$ cat src/rtl/tzc_pkg.sv
package tzc_pkg;

    typedef enum logic [1:0] {
        TZ_ASYNC = 2'd0,
        TZ_SYNC  = 2'd1,
        TZ_FILT  = 2'd2
    } tz_mode_e;

    // Priority decode of a three-bit path select field
    function automatic tz_mode_e tz_decode(input logic [2:0] sel);
        tz_mode_e m;
        if (sel[0])      m = TZ_ASYNC;
        else if (sel[1]) m = TZ_SYNC;
        else if (sel[2]) m = TZ_FILT;
        else             m = TZ_SYNC;
        return m;
    endfunction

endpackage

$ cat src/rtl/tzc_sync.sv
module tzc_sync #(
    parameter int STAGES = 2
) (
    input  logic clk,
    input  logic rst_n,
    input  logic d,
    output logic q
);
    typedef struct packed {
        logic [STAGES-1:0] pipe;
    } sync_state_t;

    sync_state_t st_d, st_q;

    always_comb begin
        st_d      = st_q;
        st_d.pipe = {st_q.pipe[STAGES-2:0], d};
    end

    always_ff @(posedge clk or negedge rst_n) begin
        if (!rst_n) st_q <= '{pipe: '1};
        else        st_q <= st_d;
    end

    assign q = st_q.pipe[STAGES-1];
endmodule

$ cat src/rtl/tzc_filter.sv
module tzc_filter #(
    parameter int HOLD = 6
) (
    input  logic clk,
    input  logic rst_n,
    input  logic en,
    input  logic din,
    output logic dout
);
    localparam int CNT_W = (HOLD > 1) ? $clog2(HOLD) : 1;
    localparam logic [CNT_W-1:0] LAST = CNT_W'(HOLD - 1);

    typedef struct packed {
        logic [CNT_W-1:0] cnt;
        logic             level;
    } filt_state_t;

    filt_state_t st_d, st_q;

    always_comb begin
        st_d = st_q;
        if (!en) begin
            // idle: track the input, keep the count cleared
            st_d.level = din;
            st_d.cnt   = '0;
        end else if (din != st_q.level) begin
            if (st_q.cnt == LAST) begin
                st_d.level = din;
                st_d.cnt   = '0;
            end else begin
                st_d.cnt = st_q.cnt + 1'b1;
            end
        end else begin
            st_d.cnt = '0;
        end
    end

    always_ff @(posedge clk or negedge rst_n) begin
        if (!rst_n) st_q <= '{cnt: '0, level: 1'b1};
        else        st_q <= st_d;
    end

    assign dout = st_q.level;
endmodule

$ cat src/rtl/tzc_lane.sv
module tzc_lane
    import tzc_pkg::*;
#(
    parameter int SYNC_STAGES = 2,
    parameter int FILT_CYCLES = 6
) (
    input  logic     clk,
    input  logic     rst_n,
    input  logic     raw_n,
    input  logic [2:0] sel,
    output logic     trip_n_o,
    output tz_mode_e mode_o
);
    typedef struct packed {
        tz_mode_e mode;
    } lane_state_t;

    lane_state_t st_d, st_q;
    logic        sync_n;
    logic        filt_n;

    always_comb begin
        st_d      = st_q;
        st_d.mode = tz_decode(sel);
    end

    always_ff @(posedge clk or negedge rst_n) begin
        if (!rst_n) st_q <= '{mode: TZ_ASYNC};
        else        st_q <= st_d;
    end

    tzc_sync #(.STAGES(SYNC_STAGES)) i_sync (
        .clk  (clk),
        .rst_n(rst_n),
        .d    (raw_n),
        .q    (sync_n)
    );

    tzc_filter #(.HOLD(FILT_CYCLES)) i_filt (
        .clk  (clk),
        .rst_n(rst_n),
        .en   (st_q.mode == TZ_FILT),
        .din  (sync_n),
        .dout (filt_n)
    );

    always_comb begin
        case (st_q.mode)
            TZ_ASYNC: trip_n_o = raw_n;
            TZ_FILT:  trip_n_o = filt_n;
            default:  trip_n_o = sync_n;
        endcase
    end

    assign mode_o = st_q.mode;
endmodule

$ cat src/rtl/trip_cond.sv
module trip_cond
    import tzc_pkg::*;
#(
    parameter int N_TRIP      = 3,
    parameter int SYNC_STAGES = 2,
    parameter int FILT_CYCLES = 6
) (
    input  logic                  clk,
    input  logic                  rst_n,
    input  logic [N_TRIP-1:0]     trip_n_raw,
    input  logic [3*N_TRIP-1:0]   path_sel,
    output logic [N_TRIP-1:0]     trip_n_out
);
    localparam int SEL_W = 3;

    logic [2*N_TRIP-1:0] lane_mode_flat;

    for (genvar g = 0; g < N_TRIP; g++) begin : g_lane
        tz_mode_e mode_g;

        tzc_lane #(
            .SYNC_STAGES(SYNC_STAGES),
            .FILT_CYCLES(FILT_CYCLES)
        ) i_lane (
            .clk     (clk),
            .rst_n   (rst_n),
            .raw_n   (trip_n_raw[g]),
            .sel     (path_sel[SEL_W*g +: SEL_W]),
            .trip_n_o(trip_n_out[g]),
            .mode_o  (mode_g)
        );

        assign lane_mode_flat[2*g +: 2] = mode_g;
    end
endmodule

$ cat config.mk
export PLATFORM = sky130hd
export DESIGN_NAME = trip_cond
export DESIGN_NICKNAME = d
export VERILOG_FILES = /design/src/rtl/tzc_pkg.sv /design/src/rtl/tzc_sync.sv /design/src/rtl/tzc_filter.sv /design/src/rtl/tzc_lane.sv /design/src/rtl/trip_cond.sv
export SDC_FILE = /design/constraint.sdc
export NUM_CORES = 1
export LEC_CHECK = 0
export BUFFER_PORTS_ARGS = -buffer_cell sky130_fd_sc_hd__buf_2
export CAP_MARGIN = 20
export CORE_MARGIN = 3
export CORE_UTILIZATION = 51
export CTS_BUF_LIST = sky130_fd_sc_hd__clkbuf_4
export DETAILED_ROUTE_END_ITERATION = 12
export HOLD_SLACK_MARGIN = 0.03
export PLACE_DENSITY = 0.76
export SYNTH_ARGS = -nofsm -noshare
export SYNTH_HDL_FRONTEND = slang
export SYNTH_SLANG_ARGS = --single-unit
$ cat constraint.sdc
create_clock -name clk -period 1 [get_ports clk]
set_input_delay 0.2 -clock clk [delete_from_list [all_inputs] [get_ports clk]]
set_output_delay 0.2 -clock clk [all_outputs]
set_load 0.05 [all_outputs]
== Yosys cells after proc, flatten, opt, wreduce, memory -nomap -nowiden ==
Index checks and enable logic that the tools add are counted.
Storage, ports and cells
  bits in registers: 24
  bits of input ports: 14
  output and inout port bits: 3
  logic and storage cells: 63
Operators by class
  add/sub/neg operators: 3
  equal/unequal tests: 15
  multiplexer cells: 27
  reduce and logical (&&, ||, !) cells: 6
Operators with widths (number)
  2-bit 2-to-1 mux: 9
  3-bit 2-to-1 mux: 6
  4-bit 2-to-1 mux: 3
  2-bit by 1-bit != test with 1-bit output (second input constant): 6
  3-bit by 1-bit adder with 3-bit output (second input constant): 3
  3-bit equality test (second input constant): 3
  2-bit equality test (second input constant): 3
  2-bit logical NOT: 3
  1-bit 2-to-1 mux: 6
  1-bit case mux with 2 select lines: 3
  2-bit AND reduction: 3
  1-bit != test: 3

== Longest topological paths before layout ==
  depth in word-level cells: 4
  depth in mapped cells: 3
  mapped depth without buffers: 3

== Modules after synthesis ==
A second synthesis with hierarchy kept.
Second synthesis, totals
  cell total of the unflattened synthesis: 84
  area, all modules: 1036.0 µm²
Modules (own cells, without submodules)
  tzc_filter: instances 3, cells an instance 17, area an instance 201.4 µm², sequential area each 101.3 µm²
  tzc_lane: instances 3, cells an instance 9, area an instance 91.3 µm², sequential area each 50.0 µm²
  tzc_sync: instances 3, cells an instance 2, area an instance 52.6 µm², sequential area each 52.6 µm²

== Worst setup path after synthesis ==
OpenSTA, ideal clock, no wires.
  kind: register to output
  start: register g_lane[0].i_lane.i_filt.st_q, in the netlist g_lane[0].i_lane.i_filt.dout
  end: output trip_n_out[0]
  data arrival time: 923 ps
  data required time: 800 ps
  slack: -123 ps
  stages on the path, launching flop included: 4
  path buffers: 1
  cell sequence: dfstp_2 mux2i_1 o21ai_0 buf_4
Between the ends
  longest elaborated chain between the ends: 1
RTL lines
  start, declared: RTL line tzc_filter.sv:18  | filt_state_t st_d, st_q;
  start signal, assigned: RTL line tzc_filter.sv:39  | if (!rst_n) st_q <= '{cnt: '0, level: 1'b1};
  start signal, assigned: RTL line tzc_filter.sv:40  | else st_q <= st_d;
  1-bit case mux with 2 select lines: RTL line tzc_lane.sv:48  | case (st_q.mode)
  end, declared: RTL line trip_cond.sv:12  | output logic [N_TRIP-1:0] trip_n_out
Every way passes these cells.

== Worst setup path after layout ==
  start: register g_lane[2].i_lane.i_filt.st_q, in the netlist g_lane[2].i_lane.i_filt.dout
  end: output trip_n_out[2]
Between the ends
  longest elaborated chain between the ends: 1
RTL lines (RTL line)
  start, declared: tzc_filter.sv:18
  start signal, assigned: tzc_filter.sv:39
  start signal, assigned: tzc_filter.sv:40
  1-bit case mux with 2 select lines: tzc_lane.sv:48
Every way passes these cells.

==> results_dict.tcl <==
set metrics [dict create \
    max_freq_ghz 0.636 \
    routabilityCongestion 0.734 \
    grt_max_degree 25 \
    rsz0062_at_grt "true" \
    top_usage_layer "met2" \
    p_seq_frac 0.594 \
    htree_levels 1 \
    antenna_found_initial 0 \
    ios 17 \
    synth_seq_cells 24 \
    p_per_area_nw_per_um2 1320 \
    cts_tree "built" \
    numPortBuffers 16 \
    drc 0 \
    clk-insertion-delay-late_ns 0.31 \
    power.internal_mw 1.34 \
    first_pass_iters 1 \
    syn-cell-area_sq_um 1020 \
    grt-ovfl-total 0 \
    cpLargestDelayFamily "flip-flops" \
    grt_first_pass_wirelength_um 3150 \
    clock_skew_ns 0.00480 \
    gr-usage-met1 0.181 \
    cp.arrival_ns 1.37 \
    worstMarginPinSlew_ns 0.506 \
    cts_sinks 24 \
    die_w_um 50.8 \
    ys_types 16 \
    max_slew_margin 0.663 \
    drt_iter0_drc 0 \
    cts_max_path_buffers 2 \
    dieArea_sq_um 2580 \
    met3_usage 0.0262 \
    fin_ws_ns -0.571 \
    vias 704 \
    hold_ws_ns 0.0420 \
    coreArea_sq_um 1800 \
    worstSetupEndpointType "output port" \
    gr-usage-met2 0.313 \
    critical-path-max-stage-delay_ns 0.56 \
    drt.antenna.violating_nets 0 \
    timing.final.crit_share 1.57 \
    syn_to_final_growth_pct 30.8 \
    p_leak_nw 0.601 \
    layout_commonest_cell "dfrtp_1" \
    critical_path_class "flop to output port" \
    cts_root_buf "clkbuf_4" \
    via_per_inst 4.89 \
    dp_hpwl_um 1140 \
    die_h_um 50.8 \
    drive_gt1_frac 0.445 \
    hp-class "primary input to flop" \
    design_area_sq_um 1340 \
    slew_violations 0 \
    required_ns 0.80 \
    diodes 0 \
    grt_pass1_vias 784 \
    fillCellCount 128 \
    crit_chain "mux2i_2 -> o21ai_1 -> buf_6" \
    cts.clk_slew.worst_paths_ns 0.12 \
    rows 15 \
    yosysWarnings 0 \
    layout_common_cells "dfrtp_1, buf_2, nor2_1" \
    combPwrFrac 0.148 \
    clockPowerShare 0.258 \
    yosysSeqAreaShare 0.597 \
    maxCapViolations 0 \
    sw_frac_of_total 0.244 \
    setup_viol 13 \
    gr-usage-all-layers 0.169 \
    period_needed_ns 1.57 \
    status "finished, violations left" \
    p_switching_mw 0.433 \
    nets 134 \
    cp_num_buf_inv 1 \
    peakVddDrop_mv 1.03 \
    crit_path_max_fanout 2 \
    crit_path_start_kind "flop" \
    synth_nets 98 \
    initial_utilization 0.569 \
    slowest_stage "dfstp_2" \
    drt_wl_total_um 1880 \
    final_core_util 0.744 \
    synth_cells 84 \
    syn_avg_cell_area_sq_um 12.2 \
    finalHoldViolations 0 \
    cts_buffers 3 \
    postPlaceCellArea_sq_um 1170 \
    violations "negative setup slack" \
    wl_per_cell_um 13.0 \
]
==> metal layers <==
| layer | vias up | share of wire |
|---|---|---|
| met1 | 334 | 0.37 |
| met3 | 10 | 0.030 |
| met4 | 0 | 0.047 |
| met2 | 20 | 0.55 |
| met5 | - | 0 |
| li1 | 340 | - |
==> logic make-up (layout without fill, tap and decap cells) <==
family	Yosys count	after routing	synth area share
compound gates	6	6	0.0293
xor+xnor	3	3	0.0256
buf+inv	6	41	0.0330
flops	24	24	0.597
mux	12	12	0.136
simple gates	33	33	0.179
==> final timing paths <==
check                                                startpoint                         endpoint  slack, ns  cells past startpoint
worst min register to register  g_lane[2].i_lane.i_sync.st_q[0]  g_lane[2].i_lane.i_sync.st_q[1]       0.36                      0
worst max-delay path               g_lane[2].i_lane.i_filt.dout                    trip_n_out[2]      -0.57                      3
worst max register to register     g_lane[2].i_lane.i_filt.dout  g_lane[2].i_lane.i_filt.st_q[2]      -0.12                      5
max in group asynchronous                                 rst_n  g_lane[0].i_lane.i_sync.st_q[0]       0.25                      2
min in group asynchronous                                 rst_n       g_lane[1].i_lane.mode_o[1]       0.39                      2
worst min-delay path                                path_sel[1]       g_lane[0].i_lane.mode_o[1]       0.04                      2
==> through the flow <==
| step | worst slack (ns) | std cells | setup TNS [ns] | total power [mW] |
|---|---|---|---|---|
| final | -0.571 | 144 | -2.17 | 1.77 |
| after global routing | -0.592 | 144 | -2.99 | 1.84 |
| after CTS | -0.515 | 144 | -2.13 | 1.77 |
| after detailed placement | -0.206 | 129 | -0.807 | 1.27 |
| after global placement | -0.155 | 129 | -0.606 | 1.26 |
| after floorplan | -0.0921 | 84 | -0.276 | 1.19 |
==> timing repair <==
| action | CTS | global route |
|---|---|---|
| setup buffers | 4 | 2 |
| pin swaps | 13 | 6 |
| gates resized for setup | 9 | 3 |
| setup endpoints to repair | 15 | 15 |
| endpoints found under the hold margin | 22 | 0 |
| hold buffers | 8 | 0 |
==> Yosys cell counts <==
| library cell | number | area, sq um |
|---|---|---|
| inv_1 | 3 | 11.3 |
| nor2b_4 | 3 | 41.3 |
| mux2_4 | 3 | 45.0 |
| dfstp_2 | 9 | 236 |
| nor3b_1 | 3 | 22.5 |
| nand2_2 | 3 | 18.8 |
| buf_4 | 3 | 22.5 |
| nand3b_1 | 3 | 22.5 |
| mux2i_1 | 6 | 60.1 |
| mux2_2 | 3 | 33.8 |
| nand2_1 | 9 | 33.8 |
| a21oi_1 | 3 | 15.0 |
| nor2_1 | 12 | 45.0 |
| xor2_1 | 3 | 26.3 |
| o21ai_0 | 3 | 15.0 |
| dfrtp_1 | 15 | 375 |
==> power by group through the flow <==
stage | Combinational [mW] | Clock (mW) | Sequential, mW
after floorplan | 0.126 | 0 | 1.07
final | 0.261 | 0.457 | 1.05
after CTS | 0.253 | 0.469 | 1.05
after global routing | 0.283 | 0.498 | 1.06
after global placement | 0.192 | 0 | 1.07
after detailed placement | 0.199 | 0 | 1.07
==> area by class of cell <==
cell class                 count  area (sq um)  share of cell area
clock buffer                   4          30.0              0.0224
inverter                       3          11.3             0.00840
multi-input combinational     54           390               0.291
sequential                    24           612               0.457
tap                           25          31.3              0.0233
timing repair buffer          34           265               0.198
==> registers in the layout, summed over array words and instances (netlist names) <==
name / flops
g_lane.i_lane.mode_o: 6
g_lane.i_lane.i_filt.dout: 3
g_lane.i_lane.i_sync.st_q: 6
g_lane.i_lane.i_filt.st_q: 9
Power figures use the tool's default switching activity.
